==> src/rtl/atmq_pkg.sv <==
package atmq_pkg;
   typedef enum logic [1:0] {
      WR_IDLE = 2'd0,
      WR_FILL = 2'd1,
      WR_SKIP = 2'd2
   } wr_st_e;

   localparam int ST_FULL = 0;
   localparam int ST_OVF  = 1;
   localparam int ST_FRM  = 2;
   localparam int NSTAT   = 3;
endpackage

==> src/rtl/atmq_wr_frame.sv <==
module atmq_wr_frame
   import atmq_pkg::*;
#(
   parameter int CELL_BYTES = 53,
   parameter int IDX_W      = 6,
   parameter int SLOT_W     = 2
) (
   input  logic              clk,
   input  logic              rst_n,
   input  logic              wr_valid,
   input  logic              wr_soc,
   input  logic              space_ok,
   output logic              mem_we,
   output logic [IDX_W-1:0]  mem_idx,
   output logic [SLOT_W-1:0] mem_slot,
   output logic              commit,
   output logic              ev_refuse,
   output logic              ev_frame
);
   localparam logic [IDX_W-1:0] LAST = IDX_W'(CELL_BYTES - 1);

   wr_st_e             st_q, st_d;
   logic [IDX_W-1:0]   idx_q, idx_d;
   logic [SLOT_W-1:0]  slot_q;

   always_comb begin
      st_d      = st_q;
      idx_d     = idx_q;
      mem_we    = 1'b0;
      mem_idx   = idx_q;
      commit    = 1'b0;
      ev_refuse = 1'b0;
      ev_frame  = 1'b0;
      if (wr_valid) begin
         if (wr_soc) begin
            // a start strobe inside a stored cell abandons that cell
            ev_frame = (st_q == WR_FILL);
            idx_d    = IDX_W'(1);
            if (space_ok) begin
               mem_we  = 1'b1;
               mem_idx = '0;
               st_d    = WR_FILL;
            end else begin
               ev_refuse = 1'b1;
               st_d      = WR_SKIP;
            end
         end else begin
            case (st_q)
               WR_IDLE: ev_frame = 1'b1;
               WR_FILL: begin
                  mem_we = 1'b1;
                  if (idx_q == LAST) begin
                     commit = 1'b1;
                     st_d   = WR_IDLE;
                     idx_d  = '0;
                  end else begin
                     idx_d = idx_q + 1'b1;
                  end
               end
               WR_SKIP: begin
                  if (idx_q == LAST) begin
                     st_d  = WR_IDLE;
                     idx_d = '0;
                  end else begin
                     idx_d = idx_q + 1'b1;
                  end
               end
               default: st_d = WR_IDLE;
            endcase
         end
      end
   end

   always_ff @(posedge clk or negedge rst_n) begin
      if (!rst_n) begin
         st_q   <= WR_IDLE;
         idx_q  <= '0;
         slot_q <= '0;
      end else begin
         st_q  <= st_d;
         idx_q <= idx_d;
         if (commit) slot_q <= slot_q + 1'b1;
      end
   end

   assign mem_slot = slot_q;

   p_refuse_no_store_r4: assert property (@(posedge clk) disable iff (!rst_n)
      ev_refuse |=> (st_q == WR_SKIP));
endmodule

==> src/rtl/atmq_rd_seq.sv <==
module atmq_rd_seq #(
   parameter int CELL_BYTES = 53,
   parameter int IDX_W      = 6,
   parameter int SLOT_W     = 2
) (
   input  logic              clk,
   input  logic              rst_n,
   input  logic              have_cell,
   input  logic              rd_enb_n,
   output logic              rd_valid,
   output logic              rd_soc,
   output logic              rd_done,
   output logic [IDX_W-1:0]  rd_idx,
   output logic [SLOT_W-1:0] rd_slot
);
   localparam logic [IDX_W-1:0] LAST = IDX_W'(CELL_BYTES - 1);

   logic xfer;

   assign rd_valid = have_cell;
   assign xfer     = have_cell && !rd_enb_n;
   assign rd_done  = xfer && (rd_idx == LAST);
   assign rd_soc   = have_cell && (rd_idx == '0);

   always_ff @(posedge clk or negedge rst_n) begin
      if (!rst_n) begin
         rd_idx  <= '0;
         rd_slot <= '0;
      end else if (xfer) begin
         if (rd_idx == LAST) begin
            rd_idx  <= '0;
            rd_slot <= rd_slot + 1'b1;
         end else begin
            rd_idx <= rd_idx + 1'b1;
         end
      end
   end

   p_stall_hold_r7: assert property (@(posedge clk) disable iff (!rst_n)
      (have_cell && rd_enb_n) |=> ($stable(rd_idx) && $stable(rd_slot)));
endmodule

==> src/rtl/atmq_status.sv <==
module atmq_status #(
   parameter int NBITS = 3
) (
   input  logic             clk,
   input  logic             rst_n,
   input  logic [NBITS-1:0] ev,
   input  logic             csr_wr,
   input  logic             csr_sel,
   input  logic [NBITS-1:0] csr_wdata,
   output logic [NBITS-1:0] stat,
   output logic [NBITS-1:0] en,
   output logic             irq
);
   logic clr_wr;
   assign clr_wr = csr_wr && !csr_sel;

   for (genvar i = 0; i < NBITS; i++) begin : g_bit
      logic bit_q;
      always_ff @(posedge clk or negedge rst_n) begin
         if (!rst_n) bit_q <= 1'b0;
         else        bit_q <= ev[i] | (bit_q & ~(clr_wr & ~csr_wdata[i]));
      end
      assign stat[i] = bit_q;

      p_sticky_r6: assert property (@(posedge clk) disable iff (!rst_n)
         (bit_q && !(clr_wr && !csr_wdata[i])) |=> stat[i]);
      p_set_wins_r6: assert property (@(posedge clk) disable iff (!rst_n)
         ev[i] |=> stat[i]);
   end

   always_ff @(posedge clk or negedge rst_n) begin
      if (!rst_n)                 en <= '0;
      else if (csr_wr && csr_sel) en <= csr_wdata;
   end

   assign irq = |(stat & en);
endmodule

==> src/rtl/atmq_cell_fifo.sv <==
module atmq_cell_fifo
   import atmq_pkg::*;
#(
   parameter int DATA_W      = 8,
   parameter int CELL_BYTES  = 53,
   parameter int DEPTH_CELLS = 4,
   localparam int CNT_W      = $clog2(DEPTH_CELLS + 1)
) (
   input  logic              clk,
   input  logic              rst_n,
   input  logic              wr_valid,
   input  logic              wr_soc,
   input  logic [DATA_W-1:0] wr_data,
   output logic              cell_avail,
   input  logic              rd_enb_n,
   output logic              rd_valid,
   output logic              rd_soc,
   output logic [DATA_W-1:0] rd_data,
   output logic [CNT_W-1:0]  fill_cells,
   input  logic              csr_wr,
   input  logic              csr_sel,
   input  logic [NSTAT-1:0]  csr_wdata,
   output logic [NSTAT-1:0]  stat_o,
   output logic [NSTAT-1:0]  irq_en_o,
   output logic              irq
);
   localparam int IDX_W   = $clog2(CELL_BYTES);
   localparam int SLOT_W  = $clog2(DEPTH_CELLS);
   localparam int BYTES   = DEPTH_CELLS * CELL_BYTES;
   localparam int ADDR_W  = $clog2(BYTES);
   localparam logic [CNT_W-1:0] FULL_CNT = CNT_W'(DEPTH_CELLS);

   initial begin
      a_depth_pow2: assert (DEPTH_CELLS >= 2 && (DEPTH_CELLS & (DEPTH_CELLS - 1)) == 0)
         else $error("DEPTH_CELLS must be a power of two of at least 2");
      a_cell_len: assert (CELL_BYTES >= 2)
         else $error("CELL_BYTES must be at least 2");
      a_data_w: assert (DATA_W >= 1)
         else $error("DATA_W must be positive");
   end

   logic              mem_we, commit, ev_refuse, ev_frame, rd_done, ev_full;
   logic [IDX_W-1:0]  wr_idx, rd_idx;
   logic [SLOT_W-1:0] wr_slot, rd_slot;
   logic [ADDR_W-1:0] wr_addr, rd_addr;
   logic [DATA_W-1:0] mem [BYTES];
   logic [NSTAT-1:0]  ev;

   assign cell_avail = (fill_cells < FULL_CNT);

   atmq_wr_frame #(.CELL_BYTES(CELL_BYTES), .IDX_W(IDX_W), .SLOT_W(SLOT_W)) i_wr (
      .clk(clk), .rst_n(rst_n), .wr_valid(wr_valid), .wr_soc(wr_soc),
      .space_ok(cell_avail), .mem_we(mem_we), .mem_idx(wr_idx), .mem_slot(wr_slot),
      .commit(commit), .ev_refuse(ev_refuse), .ev_frame(ev_frame)
   );

   atmq_rd_seq #(.CELL_BYTES(CELL_BYTES), .IDX_W(IDX_W), .SLOT_W(SLOT_W)) i_rd (
      .clk(clk), .rst_n(rst_n), .have_cell(fill_cells != '0), .rd_enb_n(rd_enb_n),
      .rd_valid(rd_valid), .rd_soc(rd_soc), .rd_done(rd_done),
      .rd_idx(rd_idx), .rd_slot(rd_slot)
   );

   assign wr_addr = ADDR_W'(wr_slot) * ADDR_W'(CELL_BYTES) + ADDR_W'(wr_idx);
   assign rd_addr = ADDR_W'(rd_slot) * ADDR_W'(CELL_BYTES) + ADDR_W'(rd_idx);

   always_ff @(posedge clk) begin
      if (mem_we) mem[wr_addr] <= wr_data;
   end
   assign rd_data = mem[rd_addr];

   always_ff @(posedge clk or negedge rst_n) begin
      if (!rst_n) fill_cells <= '0;
      else        fill_cells <= fill_cells + CNT_W'(commit) - CNT_W'(rd_done);
   end

   assign ev_full      = commit && !rd_done && (fill_cells == FULL_CNT - 1'b1);
   assign ev[ST_FULL]  = ev_full;
   assign ev[ST_OVF]   = ev_refuse;
   assign ev[ST_FRM]   = ev_frame;

   atmq_status #(.NBITS(NSTAT)) i_st (
      .clk(clk), .rst_n(rst_n), .ev(ev), .csr_wr(csr_wr), .csr_sel(csr_sel),
      .csr_wdata(csr_wdata), .stat(stat_o), .en(irq_en_o), .irq(irq)
   );

   p_fill_bound_r4: assert property (@(posedge clk) disable iff (!rst_n)
      fill_cells <= FULL_CNT);
   p_refuse_when_full_r4: assert property (@(posedge clk) disable iff (!rst_n)
      ev_refuse |-> (fill_cells == FULL_CNT));
   p_commit_inc_r2: assert property (@(posedge clk) disable iff (!rst_n)
      (commit && !rd_done) |=> (fill_cells == $past(fill_cells) + 1'b1));
   p_same_cycle_r11: assert property (@(posedge clk) disable iff (!rst_n)
      (commit && rd_done) |=> $stable(fill_cells));
   p_full_flag_r5: assert property (@(posedge clk) disable iff (!rst_n)
      (fill_cells != FULL_CNT) ##1 (fill_cells == FULL_CNT) |-> stat_o[ST_FULL]);
endmodule

==> config.mk <==
export PLATFORM = sky130hd
export DESIGN_NAME = atmq_cell_fifo
export DESIGN_NICKNAME = d
export VERILOG_FILES = /design/src/rtl/atmq_pkg.sv /design/src/rtl/atmq_wr_frame.sv /design/src/rtl/atmq_rd_seq.sv /design/src/rtl/atmq_status.sv /design/src/rtl/atmq_cell_fifo.sv
export SDC_FILE = /design/constraint.sdc
export NUM_CORES = 2
export LEC_CHECK = 0
export BUFFER_PORTS_ARGS = -buffer_cell sky130_fd_sc_hd__buf_4
export CAP_MARGIN = 25
export CORE_MARGIN = 4
export CORE_UTILIZATION = 65
export CTS_CLUSTER_SIZE = 40
export DETAILED_ROUTE_END_ITERATION = 12
export PLACE_DENSITY_LB_ADDON = 0.25
export SLEW_MARGIN = 20
export SYNTH_ARGS = -nofsm -noshare
export SYNTH_HDL_FRONTEND = slang
export SYNTH_SLANG_ARGS = --single-unit
export TNS_END_PERCENT = 5
==> constraint.sdc <==
create_clock -name clk -period 10.32 [get_ports clk]
set_input_delay 1.032 -clock clk [delete_from_list [all_inputs] [get_ports clk]]
set_output_delay 1.032 -clock clk [all_outputs]
set_load 0.01 [all_outputs]
After elaboration in Yosys (flattened, before gate mapping). Memories as Yosys holds them, arrays and structs flattened. Index checks and enable logic that the tools add are counted.

Memory bits (writable): 1696. Bits in registers: 27. Memories: 1.

$mul: 2. Reductions and logical operators: 19. Bitwise gates (word level): 16. Add/sub/neg operators: 8. Equality and inequality tests: 7. Multiplexer cells: 27. $lt $le $gt $ge: 1.

Memory list: mem (depth 212, width 8, read ports 1, clocked after Yosys merged registers in 0, wr ports 1, line atmq_cell_fifo.sv:46) `logic [DATA_W-1:0] mem [BYTES];`.

Operators by type and width (number): 6-bit 2-to-1 mux (7); 8-bit by 6-bit adder with 8-bit output (2); 2-bit by 6-bit multiplier with 8-bit output, second input constant (2); 1-bit 2-to-1 mux (16); 6-bit by 1-bit adder with 6-bit output, second input constant (2); 6-bit == test, second input constant (2); 1-bit logical AND (7); 1-bit AND (6); 6-bit zero test (1); 2-bit 2-to-1 mux (3); 1-bit inverter (6); 2-bit by 1-bit adder with 2-bit output, second input constant (2); 2-bit one-hot mux with 2 select lines (1); 2-bit AND reduction (2); 3-bit by 1-bit adder with 3-bit output (1); 3-bit AND (1); 3-bit by 2-bit == test with 1-bit output, second input constant (1); 1-bit zero test (3); 3-bit < comparator, second input constant (1); 3-bit by 1-bit inequality test with 1-bit output, second input constant (1); 1-bit bitwise OR (3); 3-bit AND reduction (1); 3-bit nonzero test (1); 3-bit OR reduction (1); other kinds (7) (7).

Logic depth before layout (Yosys ltp).
Word-level depth: 8. Gate-level depth with buffers: 14. Gate-level depth less buffers: 13.

By module. Synthesis repeated with hierarchy kept, for this count alone.

Cells, all modules: 3237. Area total of the unflattened synthesis: 68062.8 um^2.

By module, submodules not included: atmq_cell_fifo (area each 66621.4 um^2, cells each 3084, seq. area each 51003.9 um^2, instances 1); atmq_wr_frame (area each 713.2 um^2, cells each 83, seq. area each 250.2 um^2, instances 1); atmq_rd_seq (area each 444.2 um^2, cells each 45, seq. area each 200.2 um^2, instances 1); atmq_status (area each 284.0 um^2, cells each 25, seq. area each 150.1 um^2, instances 1).

Worst setup path before layout. Ideal clock, no wire load.

Path type: input-to-reg. Start: in wr_soc. End: mem mem[144][0], enable pin. Arrival: 4171 ps. Setup slack: 5779 ps. Data required time: 9950 ps. Stages: 13. Cell sequence: clkbuf_1 > nand3_1 > and2_1 > ha_1 > ha_1 > a21o_1 > a21oi_2 > o21bai_1 > a21oi_1 > xor2_1 > nand3_1 > clkbuf_1 > nor2_1.

Cells in the longest elaborated chain, start to end: 4. Elaborated cells on any way between the ends: 7.

RTL lines: start, declared (line atmq_cell_fifo.sv:12) `input logic wr_soc,`; branches (longest 4 deep; another with 8-bit by 6-bit adder with 8-bit output); end, declared (line atmq_cell_fifo.sv:46).

Several ways; the timed one is not identified.

Worst setup path after layout.
Start: reg i_rd.rd_slot[1]. End: out rd_data[5].

Cells in the longest elaborated chain, start to end: 3.

RTL lines: start, declared (line atmq_rd_seq.sv:14) `output logic [SLOT_W-1:0] rd_slot`; start signal, assigned (line atmq_rd_seq.sv:32) `rd_slot <= rd_slot + 1'b1;`; 2-bit by 6-bit multiplier with 8-bit output (line atmq_cell_fifo.sv:64) `assign rd_addr = ADDR_W'(rd_slot) * ADDR_W'(CELL_BYTES) + ADDR_W'(rd_idx);`; 8-bit by 6-bit adder with 8-bit output (line atmq_cell_fifo.sv:64); memory 212 x 8 bit; end, declared (line atmq_cell_fifo.sv:18) `output logic [DATA_W-1:0] rd_data,`.

No other way between the ends.

==> summary.txt <==
row count = 118
antenna-violating nets left = 0
Synth Net Count = 3259
ys async rst share = 1.567%
CTS resizes = 0
status = finished clean
Core Util, Final = 72.33%
PwrDens = 279.8 mW/mm^2
initial antenna violation count = 6
transition time of the tightest slew-check pin = 1.175 ns
Setup crit start kind = flop
Max Clk Rate = 132.8 MHz
YS warnings = 0
Peak VDD IR = 356.1 uV
cts bufs inserted = 165
P&R area growth vs syn = 10.08%
routed wire length = 167500 um
Synth Area per Inst = 21.30 sq um
leakage = 23.52 nW
multi-input logic area = 0.01551 sq mm
Main synth FF type = edfxtp_1
most frequent cells in the layout = edfxtp_1 (1696), mux4_2 (474), nor2_1 (265)
CTS sink cnt = 1723
gr ovfl total = 0
crit path max-delay cell type = fa_4
post-route minimum period = 7.530 ns
Final setup viols = 0
Setup crit end kind = output pin
unrepaired setup endpoints after global routing = no
RR Endpoint = mem[144][0]$_DFFE_PP_
fin crit share = 72.97%
WP data arrival = 6.50 ns
Crit path buffers/inverters = 3
DR vias/cell = 7.121
Crit path largest cell delay = 1.24 ns
r2r startpoint = fill_cells[2]$_DFF_PN0_
share of cells above drive strength 1 = 23.99%
Seq cells post-synth = 1723
GP Congestion = 0.9090
worst path cell trace = ha_1 -> ha_4 -> inv_1 -> fa_4 -> buf_12 -> mux4_2 -> mux2i_1 -> o32ai_1 -> o311ai_0 -> a211oi_1 -> buf_4
CP top delay family = adder cells
vias in the first global route = 34620
Hold Buf Count CTS = 0
sequential cell area = 0.05160 sq mm
clock buffer depth = 3
GRT Resource Usage Total = 30.83%
final hold vios = 0
max_cap viols = 0
worst reg2reg path depth = 12
pin count of the biggest net entering global routing = 134
synthesized cell area = 0.06820 sq mm
Worst slew margin = 21.64%
via count = 34080
Total Nets Final = 3323
most common cell after layout, fill and taps aside = edfxtp_1
core area = 0.1038 sq mm
Setup Skew = 0.03364 ns
PortBufs = 38
root buf cell = clkbuf_16
Reg clk slew, reported paths = 0.06 ns
global-route wire length before repair = 245300 um
Initial DRT Pass Iterations = 6
H-tree Lvls = 4
Die Width = 331.9 um
initial DRC count = 5609
worst setup path class = flop to output pin
num ports = 39
post-synthesis sequential area ratio = 75.66%
Die Y = 331.9 um
Final HPWL DP = 92070 um
max-slew violation count = 0
worst-skew pair later-pin latency = 0.78 ns
per-cell routed wire length = 35.00 um
post-synthesis cell type count = 65
number of remaining DRC errors = 0
EDFF count, synth = 1696
full die area = 0.1102 sq mm
critical path fanouts, max = 129
post-CTS setup buffers = 0
WP data required = 9.29 ns
register-to-register setup slack = 4.81 ns
Gate Count Post-Synth = 3202
final hold slack = 0.1743 ns
CTS tree = yes
Initial Utilization = 65.71%
fill count = 5536
setup_tns = 0 ns
worst min path class = input pin to async pin
[report_power, final]
part           switching, W  internal [W]
clock               0.00258       0.00345
combinational       0.00436       0.00278
sequential        0.0000554       0.00779
total               0.00700        0.0140
[flip-flops by register name, indices dropped and copies added (netlist names)]
register / count
i_wr.st_q: 2
fill_cells: 3
i_wr.idx_q: 6
i_st.en: 3
i_st.g_bit.bit_q: 3
i_rd.rd_idx: 6
mem: 1696
i_wr.mem_slot: 2
i_rd.rd_slot: 2
[routing by layer]
metal / vias to the layer above / part of all wire, % / GRT usage (%)
met5: - / 0.024 / 0
met4: 4 / 4.2 / 11.81
met3: 382 / 12 / 7.708
met2: 2629 / 48 / 47.56
met1: 17670 / 35 / 43.81
li1: 13400 / - / -
[how the worst max path moves through the flow]
stage / cells after the start / end / start
2_1_floorplan: 13 / mem[144][0]$_DFFE_PP_ / wr_soc
3_3_place_gp: 12 / rd_data[6] / i_rd.rd_slot[1]$_DFFE_PN0P_
3_5_place_dp: 12 / rd_data[6] / i_rd.rd_slot[1]$_DFFE_PN0P_
4_1_cts: 12 / rd_data[6] / i_rd.rd_slot[1]$_DFFE_PN0P_
5_1_grt: 12 / rd_data[6] / i_rd.rd_slot[1]$_DFFE_PN0P_
6_report: 11 / rd_data[5] / i_rd.rd_slot[1]$_DFFE_PN0P_
[through the flow]
stage / instance area (sq um) / power (W) / std cells / worst slack [ns]
2_1_floorplan: 68200 / 0.01256 / 3202 / 5.779
3_3_place_gp: 69580 / 0.01479 / 4473 / 3.991
3_5_place_dp: 69580 / 0.01489 / 4473 / 3.859
4_1_cts: 74940 / 0.02091 / 4775 / 2.996
5_1_grt: 75060 / 0.02161 / 4781 / 2.814
6_report: 75080 / 0.02101 / 4786 / 2.790
[cell usage after synthesis, drive strengths merged, types with 14 or more instances]
master / instances / area, sq um
a21oi: 25 / 128.9
inv: 27 / 101.4
nand4: 25 / 156.4
ha: 34 / 425.4
o21ai: 23 / 115.1
xnor2: 15 / 138.9
buf: 116 / 878.3
clkbuf: 62 / 232.7
nand2: 162 / 608.1
nand3: 41 / 205.2
a22oi: 14 / 105.1
dfrtp: 27 / 675.7
nor3: 17 / 90.09
mux2i: 33 / 330.3
edfxtp: 1696 / 50930
mux4: 485 / 10960
nor2: 265 / 994.7
[logic make-up after synthesis]
logic type,count (synthesis),share of synthesized area [%]
buffers and inverters,206,1.783
adders and majority gates,39,0.7705
muxes,523,16.64
AOI/OAI and AO/OA,136,1.396
DFF,1723,75.66
and+or+nand+nor,551,3.416
xor gates and xnor gates,24,0.3302
[cell type report]
class / count / area share [%]
clock buffer: 206 / 5.943
clock inverter: 96 / 1.197
timing repair buffer: 75 / 1.003
multi-input combinational: 1273 / 20.67
antenna: 5 / 0.01667
inverter: 28 / 0.1400
tap: 1380 / 2.300
sequential: 1723 / 68.74
No activity file was read; power rests on OpenSTA's default activity.
